===== src/rtl/rxf_pkg.sv =====
package rxf_pkg;
  localparam int ADDR_BYTES = 6;
  localparam int ADDR_W     = 8 * ADDR_BYTES;
  localparam int HASH_W     = 6;
  localparam int TBL_W      = 1 << HASH_W;
  localparam int REG_W      = 32;
  localparam int HI_W       = ADDR_W - REG_W;
  localparam int FIELDS     = ADDR_W / HASH_W;

  typedef enum logic [2:0] {
    SEL_UC0_LO = 3'd0,
    SEL_UC0_HI = 3'd1,
    SEL_UC1_LO = 3'd2,
    SEL_UC1_HI = 3'd3,
    SEL_HT_LO  = 3'd4,
    SEL_HT_HI  = 3'd5,
    SEL_CTRL   = 3'd6
  } cfg_sel_e;

  typedef struct packed {
    logic [ADDR_W-1:0] uc0;
    logic [ADDR_W-1:0] uc1;
    logic [TBL_W-1:0]  htab;
    logic              en_bcast;
    logic              en_indiv;
    logic              en_uc1;
    logic              en_uc0;
  } cfg_t;

  function automatic logic [HASH_W-1:0] fold_hash(input logic [ADDR_W-1:0] a);
    logic [HASH_W-1:0] h;
    h = '0;
    for (int f = 0; f < FIELDS; f++) h ^= a[f*HASH_W +: HASH_W];
    return h;
  endfunction
endpackage


===== src/rtl/rxf_cfg_regs.sv =====
module rxf_cfg_regs
  import rxf_pkg::*;
(
  input  logic             clk,
  input  logic             rst,
  input  logic             we,
  input  logic [2:0]       sel,
  input  logic [REG_W-1:0] wdata,
  input  logic             snap,
  output cfg_t             cfg_q
);
  logic [REG_W-1:0] lo_q [2];
  logic [HI_W-1:0]  hi_q [2];
  logic [REG_W-1:0] ht_lo_q, ht_hi_q;
  logic [3:0]       ctrl_q;

  // Two unicast slots share one layout: low word at 2*g, high word at 2*g+1.
  for (genvar g = 0; g < 2; g++) begin : g_slot
    always_ff @(posedge clk) begin
      if (rst) begin
        lo_q[g] <= '0;
        hi_q[g] <= '0;
      end else if (we) begin
        if (sel == 3'(2*g))     lo_q[g] <= wdata;
        if (sel == 3'(2*g + 1)) hi_q[g] <= wdata[HI_W-1:0];
      end
    end
  end

  always_ff @(posedge clk) begin
    if (rst) begin
      ht_lo_q <= '0;
      ht_hi_q <= '0;
      ctrl_q  <= '0;
    end else if (we) begin
      if (sel == SEL_HT_LO) ht_lo_q <= wdata;
      if (sel == SEL_HT_HI) ht_hi_q <= wdata;
      if (sel == SEL_CTRL)  ctrl_q  <= wdata[3:0];
    end
  end

  // Working copy taken at frame start; a write on the same edge lands after it.
  always_ff @(posedge clk) begin
    if (rst) begin
      cfg_q <= '0;
    end else if (snap) begin
      cfg_q.uc0      <= {hi_q[0], lo_q[0]};
      cfg_q.uc1      <= {hi_q[1], lo_q[1]};
      cfg_q.htab     <= {ht_hi_q, ht_lo_q};
      cfg_q.en_uc0   <= ctrl_q[0];
      cfg_q.en_uc1   <= ctrl_q[1];
      cfg_q.en_indiv <= ctrl_q[2];
      cfg_q.en_bcast <= ctrl_q[3];
    end
  end
endmodule


===== src/rtl/rxf_addr_collect.sv =====
module rxf_addr_collect
  import rxf_pkg::*;
#(
  parameter int LEN_W   = 16,
  parameter int MIN_LEN = 12
) (
  input  logic              clk,
  input  logic              rst,
  input  logic              rx_valid,
  input  logic              rx_start,
  input  logic [7:0]        rx_byte,
  input  logic [LEN_W-1:0]  rx_len,
  output logic              addr_last,
  output logic [ADDR_W-1:0] addr_full,
  output logic              len_ok
);
  localparam int CNT_W  = $clog2(ADDR_BYTES);
  localparam int HOLD_W = ADDR_W - 8;

  logic [CNT_W-1:0]  cnt_q;
  logic              active_q;
  logic [HOLD_W-1:0] hold_q;

  assign addr_last = rx_valid && !rx_start && active_q &&
                     (cnt_q == CNT_W'(ADDR_BYTES - 1));
  assign addr_full = {rx_byte, hold_q};

  always_ff @(posedge clk) begin
    if (rst) begin
      cnt_q    <= '0;
      active_q <= 1'b0;
      hold_q   <= '0;
      len_ok   <= 1'b0;
    end else if (rx_valid) begin
      if (rx_start) begin
        hold_q[7:0] <= rx_byte;
        cnt_q       <= CNT_W'(1);
        active_q    <= 1'b1;
        len_ok      <= (rx_len >= LEN_W'(MIN_LEN));
      end else if (active_q) begin
        if (addr_last) begin
          active_q <= 1'b0;
        end else begin
          hold_q[int'(cnt_q)*8 +: 8] <= rx_byte;
          cnt_q <= cnt_q + 1'b1;
        end
      end
    end
  end
endmodule


===== src/rtl/rxf_decide.sv =====
module rxf_decide
  import rxf_pkg::*;
(
  input  logic              clk,
  input  logic              rst,
  input  logic              addr_last,
  input  logic [ADDR_W-1:0] addr_full,
  input  logic              len_ok,
  input  cfg_t              cfg,
  output logic              dec_valid,
  output logic              dec_accept
);
  logic [HASH_W-1:0] idx;
  logic hit_uc0, hit_uc1, hit_bc, hit_hash, hit_any;

  always_comb begin
    idx      = fold_hash(addr_full);
    hit_uc0  = cfg.en_uc0 && (addr_full == cfg.uc0);
    hit_uc1  = cfg.en_uc1 && (addr_full == cfg.uc1);
    hit_bc   = cfg.en_bcast && (&addr_full);
    hit_hash = cfg.htab[idx] && (cfg.en_indiv || addr_full[0]);
    hit_any  = hit_uc0 || hit_uc1 || hit_bc || hit_hash;
  end

  always_ff @(posedge clk) begin
    if (rst) begin
      dec_valid  <= 1'b0;
      dec_accept <= 1'b0;
    end else begin
      dec_valid  <= addr_last;
      dec_accept <= addr_last && len_ok && hit_any;
    end
  end
endmodule


===== src/rtl/rx_dest_filter.sv =====
module rx_dest_filter
  import rxf_pkg::*;
#(
  parameter int LEN_W   = 16,
  parameter int MIN_LEN = 12
) (
  input  logic             clk,
  input  logic             rst,
  input  logic             cfg_we,
  input  logic [2:0]       cfg_sel,
  input  logic [31:0]      cfg_wdata,
  input  logic             rx_valid,
  input  logic             rx_start,
  input  logic [7:0]       rx_byte,
  input  logic [LEN_W-1:0] rx_len,
  output logic             dec_valid,
  output logic             dec_accept
);
  cfg_t              cfg_q;
  logic              addr_last;
  logic [ADDR_W-1:0] addr_full;
  logic              len_ok;

  rxf_cfg_regs u_cfg (
    .clk   (clk),
    .rst   (rst),
    .we    (cfg_we),
    .sel   (cfg_sel),
    .wdata (cfg_wdata),
    .snap  (rx_valid && rx_start),
    .cfg_q (cfg_q)
  );

  rxf_addr_collect #(.LEN_W(LEN_W), .MIN_LEN(MIN_LEN)) u_col (
    .clk       (clk),
    .rst       (rst),
    .rx_valid  (rx_valid),
    .rx_start  (rx_start),
    .rx_byte   (rx_byte),
    .rx_len    (rx_len),
    .addr_last (addr_last),
    .addr_full (addr_full),
    .len_ok    (len_ok)
  );

  rxf_decide u_dec (
    .clk        (clk),
    .rst        (rst),
    .addr_last  (addr_last),
    .addr_full  (addr_full),
    .len_ok     (len_ok),
    .cfg        (cfg_q),
    .dec_valid  (dec_valid),
    .dec_accept (dec_accept)
  );
endmodule


===== config.mk =====
export PLATFORM = sky130hd
export DESIGN_NAME = rx_dest_filter
export DESIGN_NICKNAME = d
export VERILOG_FILES = /design/src/rtl/rxf_pkg.sv /design/src/rtl/rxf_cfg_regs.sv /design/src/rtl/rxf_addr_collect.sv /design/src/rtl/rxf_decide.sv /design/src/rtl/rx_dest_filter.sv
export SDC_FILE = /design/constraint.sdc
export NUM_CORES = 1
export LEC_CHECK = 0
export ABC_CLOCK_PERIOD_IN_PS = 5100
export CORE_UTILIZATION = 65
export CTS_CLUSTER_SIZE = 16
export DETAILED_ROUTE_END_ITERATION = 10
export PLACE_DENSITY = 0.91
export SETUP_SLACK_MARGIN = 0.02
export SYNTH_ARGS = -nofsm -noshare
export SYNTH_HDL_FRONTEND = slang
export SYNTH_SLANG_ARGS = --single-unit

===== constraint.sdc =====
create_clock -name clk -period 5.1 [get_ports clk]
set_clock_uncertainty 0.05 [all_clocks]
set_input_delay 0.765 -clock clk [delete_from_list [all_inputs] [get_ports clk]]
set_output_delay 0.765 -clock clk [all_outputs]
set_load 0.02 [all_outputs]

==> results_dict.tcl, run 1 <==
set metrics [dict create \
    viasPerCell 6.092 \
    critPathMaxFanout 14 \
    relSlewSlack_pct 21.79 \
    switching_share_pct 24.15 \
    cts.sinks 375 \
    place.gp.congestion 0.9771 \
    tightestPinTransition_ps 1169 \
    wl_per_cell_um 20.75 \
    dp_cells 2005 \
    clockBufferDepth 3 \
    synth_top_area_share_pct 35.44 \
    arrival_ps 3680 \
    crit_path_end_kind "register" \
    p_leak_nw 6.462 \
    synth_area_leaders "dfxtp_1 35%, edfxtp_1 18%, nand2_1 12%" \
    ir_drop_v 0.0002869 \
    htreeDepth 2 \
    r2r_setup_slack_ps 2020 \
    synthArstFlopShare_pct 0 \
    post-place-ws_ps 1329 \
    max_cap_viol_count 0 \
    cts_buffers 38 \
    postCtsSetupBuffers 0 \
    port_buffers 63 \
    drc 0 \
    dr.pass1.iters 6 \
    ant_nets 0 \
    power_frac_seq_pct 50.1 \
    setup_viol 0 \
    p_clk_share_pct 42.1 \
    diodes 0 \
    finalNetCount 1796 \
    yosysSeqAreaShare_pct 53.74 \
    drtIter0Drc 1544 \
    holdWs_ps 398.5 \
    antenna_found_initial 0 \
    hpwl_mm 27.13 \
    synth_edf_count 96 \
    synth_fp_nets 1813 \
    p_int_mw 4.883 \
    clock_latency_ps 540 \
    post-route-util_pct 74.62 \
    synth_area_leader_cell "dfxtp_1" \
    total_power_mw 6.438 \
    placed_cell_area_um2 16420 \
    final_hold_viol_count 0 \
    grt_overflow 0 \
    top_level_ports 66 \
    r2r_start "u_col.hold_q[18]$_SDFFE_PP0P_" \
    grt_pass1_wl_mm 65.58 \
    cp.required_ps 5470 \
    num_rows 56 \
    core_area_um2 23610 \
    synth-seq-cells 375 \
    hp-start "u_cfg.cfg_q[13]$_SDFFE_PP0P_" \
    worstRegToRegCells 10 \
    path_class "in -> reg" \
    finalWorstSetupSlack_ps 1789 \
    yosys_warnings 0 \
    path_clk_slew_ps 60 \
    cts_tree "yes" \
    min_path_type "reg -> reg" \
    whs_endpoint "u_cfg.cfg_q[13]$_SDFFE_PP0P_" \
    fp.dieW_um 157.7 \
    root_buffer "clkbuf_16" \
    cts_resized 0 \
    netlist_top_cells_count "497 x nand2_1, 279 x dfxtp_1, 260 x a21oi_1" \
    setup.worst_path.start_class "input pin" \
    rsz0062_at_grt "no" \
    dieArea_um2 24870 \
    syn_inst 1743 \
    cts_hold_buf 0 \
    start_util_pct 66.74 \
    hold_depth 2 \
    drive_above_1_share_pct 5.473 \
    yosysMostFrequentCell "nand2_1" \
    die_h_um 157.7 \
    syn_area_per_cell_um2 9.041 \
    max_freq_mhz 302.0 \
    switchingPower_mw 1.555 \
    status "complete, no violations" \
    grt_pass1_vias 12183 \
    period_share_pct 64.92 \
    grt_max_degree 94 \
    vias 12628 \
    synthesis.area_um2 15760 \
    fin_crit_ps 3311 \
    instances_no_fill 2073 \
    setup-tns-final_ps 0 \
    r2r_end "u_dec.dec_accept$_SDFF_PP0_" \
    layout-area-overhead-vs-synth_pct 11.81 \
    fill_cells 1560 \
    p_per_area_nw_per_um2 365.4 \
    grt_usage_pct 35.20 \
    power_frac_comb_pct 7.8 \
    synth_top_flop_cell "dfxtp_1" \
    drt_wl_total_mm 43.01 \
    drv_slew 0 \
    synth.distinct_cells 51 \
    final_cell_area_um2 17620 \
]
## power groups by stage
stage	logic, mW	clock network (mW)	registers [mW]
5_1_grt	0.532	2.83	3.23
6_report	0.500	2.71	3.23
2_1_floorplan	0.317	0	3.26
4_1_cts	0.489	2.70	3.22
3_3_place_gp	0.471	0	3.28
3_5_place_dp	0.482	0	3.29
## cell families after synthesis
logic type,after synthesis,share of synthesized area [%]
simple gates,742,20.65
buf+inv,155,4.152
compound gates,290,9.790
mux,43,3.668
xor+xnor,132,7.527
fa+ha+maj,6,0.4764
flops,375,53.74
## per-layer routing
| layer | share of wire, % | vias to the layer above | track usage [%] |
|---|---|---|---|
| met5 | 0 | - | 0 |
| met4 | 4.9 | 0 | 18.17 |
| met3 | 9.9 | 152 | 5.913 |
| met2 | 48 | 703 | 58.49 |
| met1 | 37 | 6022 | 44.23 |
| li1 | - | 5751 | - |
## sequential cells by signal, summed over array words and instances (netlist names)
signal / cells
u_cfg.cfg_q: 164
u_cfg.lo_q: 64
u_col.hold_q: 40
u_cfg.hi_q: 32
u_cfg.ht_hi_q: 32
u_cfg.ht_lo_q: 32
u_cfg.ctrl_q: 4
u_col.cnt_q: 3
u_col.active_q: 1
u_col.len_ok: 1
u_dec.dec_accept: 1
u_dec.dec_valid: 1
## placed cells by master (no fill, tap or decap), types with 3 or more instances in the layout
master	instances
xnor2_1	56
mux4_1	6
nand2_1	496
clkdlybuf4s50_1	62
ha_1	6
bufinv_16	3
clkbuf_16	38
edfxtp_1	96
mux2i_1	33
nand2b_1	3
mux4_2	4
nor4_1	23
clkinv_1	9
clkbuf_1	7
nor3_1	9
buf_4	23
nor2_1	37
and2_1	100
a21oi_1	260
xor2_1	72
nand4_1	20
dfxtp_1	279
inv_1	11
nor2b_1	7
clkinv_2	7
nand3_1	35
## worst max path at each step
stage / start / to / slack, ps / cells past startpoint
global placement: rx_byte[2] / u_dec.dec_accept$_SDFF_PP0_ / 1330 / 11
finish: rx_byte[2] / u_dec.dec_accept$_SDFF_PP0_ / 1790 / 11
global route: rx_byte[2] / u_dec.dec_accept$_SDFF_PP0_ / 1720 / 11
CTS: rx_byte[2] / u_dec.dec_accept$_SDFF_PP0_ / 1850 / 11
floorplan: rx_byte[2] / u_dec.dec_accept$_SDFF_PP0_ / 2210 / 10
detailed placement: rx_byte[2] / u_dec.dec_accept$_SDFF_PP0_ / 1330 / 11
## worst max-delay path, stage by stage
cell	delay, ps
clkdlybuf4s50_1	580
xor2_2	230
xnor2_2	140
xnor2_4	440
buf_4	360
mux4_1	620
nand2_1	80
and3_1	170
a31oi_1	100
o2111ai_1	100
o21ai_1	90
## cell type report
| class | instances | area [um2] | area share [%] |
|---|---|---|---|
| sequential | 375 | 8468 | 48.06 |
| clock buffer | 46 | 991.0 | 5.624 |
| inverter | 11 | 41.29 | 0.2343 |
| timing repair buffer | 87 | 827.0 | 4.694 |
| multi-input combinational | 1213 | 6689 | 37.96 |
| clock inverter | 22 | 203.9 | 1.158 |
| tap | 319 | 399.1 | 2.265 |
No activity file was read; power rests on OpenSTA's default activity.
==> run 2, diff against run 1 <==
--- a/config.mk
+++ b/config.mk
@@ -5,11 +5,11 @@
 export SDC_FILE = /design/constraint.sdc
 export NUM_CORES = 1
 export LEC_CHECK = 0
-export ABC_CLOCK_PERIOD_IN_PS = 5100
-export CORE_UTILIZATION = 65
+export ABC_CLOCK_PERIOD_IN_PS = 3150
+export CORE_UTILIZATION = 60
 export CTS_CLUSTER_SIZE = 16
 export DETAILED_ROUTE_END_ITERATION = 10
-export PLACE_DENSITY = 0.91
+export PLACE_DENSITY = 0.85
 export SETUP_SLACK_MARGIN = 0.02
 export SYNTH_ARGS = -nofsm -noshare
 export SYNTH_HDL_FRONTEND = slang
==> constraint.sdc (replaced) <==
create_clock -name clk -period 3.15 [get_ports clk]
set_clock_uncertainty 0.05 [all_clocks]
set_input_delay 0.4725 -clock clk [delete_from_list [all_inputs] [get_ports clk]]
set_output_delay 0.4725 -clock clk [all_outputs]
set_load 0.02 [all_outputs]
==> run 2 against run 1 <==
Count of clock-buffer cells in the layout up 5. Largest cell class unchanged. Global-route usage down 2.9 points. Hold slack worse by 1.7 ps. Critical endpoint is now u_col.hold_q[6]$_SDFFE_PP0P_. Worst setup slack worse by 1600 ps. Power grew 64%.
==> results_dict.tcl, run 2 (synthesized netlist as in run 1, its figures left out) <==
set metrics [dict create \
    worst_path_most_repeated_cell "ha_1" \
    top_regs "u_cfg.cfg_q: 164 flops, u_cfg.lo_q: 64 flops, u_col.hold_q: 40 flops" \
    final_hold_viol_count 0 \
    p_per_area_nw_per_um2 589.6 \
    path_clk_slew_ps 60 \
    cts.sinks 375 \
    grt_overflow 0 \
    layout_commonest_cell "nand2_1" \
    period_share_pct 92.78 \
    instances_no_fill 2112 \
    ant_nets 0 \
    regMostFlops "u_cfg.cfg_q" \
    crit_path_end_kind "register" \
    min_path_type "reg -> reg" \
    setup_viol 0 \
    clockBufferDepth 3 \
    drv_slew 0 \
    setup.worst_path.start_class "register" \
    grt_usage_pct 32.34 \
    antenna_found_initial 0 \
    grt_max_degree 200 \
    status "complete, no violations" \
    path_buf_inv 2 \
    grt_pass1_vias 12053 \
    core_area_um2 25470 \
    rsz0062_at_grt "no" \
    top_level_ports 66 \
    drc 0 \
    finalNetCount 1826 \
    max_cap_viol_count 0 \
    tightestPinTransition_ps 945.6 \
    postCtsSetupBuffers 0 \
    largest_reg_flops 164 \
    crit_chain "inv_1, ha_1, ha_1, or4b_2, o41ai_2, buf_4, mux2i_1, nor2_1" \
    cts_tree "yes" \
    num_rows 58 \
    wl_per_cell_um 20.12 \
    drtIter0Drc 1409 \
    htreeDepth 2 \
    die_h_um 164.1 \
    cp_top_family "simple AND/OR/NAND/NOR gates" \
    mostFrequentLayoutCells "496 x nand2_1, 279 x dfxtp_1, 260 x a21oi_1" \
    critPathMaxFanout 12 \
    ir_drop_v 0.0004268 \
    vias 12481 \
    viasPerCell 5.910 \
    cts_hold_buf 0 \
    critPathSlowestCell "or4b_2" \
    clock_latency_ps 530 \
    dieArea_um2 26920 \
    relSlewSlack_pct 36.96 \
    grt_pass1_wl_mm 65.72 \
    max_freq_mhz 342.2 \
    cp.required_ps 3470 \
    drive_above_1_share_pct 7.127 \
    place.gp.congestion 0.9763 \
    layout-area-overhead-vs-synth_pct 13.89 \
    dr.pass1.iters 5 \
    port_buffers 63 \
    fin_crit_ps 2923 \
    start_util_pct 61.87 \
    p_leak_nw 6.654 \
    root_buffer "clkbuf_16" \
    diodes 0 \
    hpwl_mm 28.06 \
    cts_resized 0 \
    fp.dieW_um 164.1 \
    cts_buffers 38 \
    max_stage_delay_ps 640 \
    holdWs_ps 396.8 \
    dp_cells 2046 \
    drt_wl_total_mm 42.49 \
    path_class "reg -> reg" \
    arrival_ps 3240 \
]
-- run 2: area by class of cell --
cell class / instances / area (um2)
multi-input cells: 1213 / 6683
repair buffers: 117 / 1102
fillers: 1840 / 7525
inverters: 11 / 41.29
clock inverters: 15 / 200.2
flip-flops and latches: 375 / 8468
well taps: 330 / 412.9
clock buffers: 51 / 1040
-- run 2: through the flow --
stage	setup TNS, ps	instance area [um2]	utilization (%)	power, mW	worst slack (ps)
after floorplan	0	15760	-	5.787	278.5
after global placement	-25.17	16710	65.59	6.124	-25.17
after detailed placement	-50.19	16710	65.59	6.154	-50.19
after CTS	0	17950	70.46	10.58	255.2
after global routing	0	17950	70.46	10.88	107.5
final	0	17950	70.46	10.58	227.4
-- run 2: power breakdown --
part | switching [mW] | internal [mW] | leakage, nW
Clock | 1.85 | 2.66 | 0.605
Sequential | 0.101 | 5.11 | 3.19
Combinational | 0.530 | 0.331 | 2.86
-- run 2: worst paths after layout --
kind,start,to,slack (ps),cells past startpoint
min reg2reg,u_cfg.ht_lo_q[30]$_SDFFE_PP0P_,u_cfg.cfg_q[34]$_SDFFE_PP0P_,400,2
max reg2reg,u_col.cnt_q[0]$_SDFFE_PP0P_,u_col.hold_q[6]$_SDFFE_PP0P_,230,8
min,u_cfg.ht_lo_q[30]$_SDFFE_PP0P_,u_cfg.cfg_q[34]$_SDFFE_PP0P_,400,2
max,u_col.cnt_q[0]$_SDFFE_PP0P_,u_col.hold_q[6]$_SDFFE_PP0P_,230,8
-- run 2: worst register-to-register path: cells and delay by family, from the launching register on --
kind                     cells  cell delay (ps)
multiplexers                 1              220
AO/OA/AOI/OAI                1              250
flip-flops                   1              570
AND/OR/NAND/NOR              2              710
adder cells (fa/ha/maj)      2              560
buffers and inverters        2              420
-- run 2: routing by layer --
metal / wire length, um / share of wire [%] / vias to the layer above / track usage (%)
met3: 3638 / 8.6 / 124 / 4.419
met5: 0 / 0 / - / 0
li1: - / - / 5801 / -
met4: 1874 / 4.4 / 0 / 13.93
met1: 16390 / 39 / 5944 / 42.10
met2: 20580 / 48 / 612 / 53.91
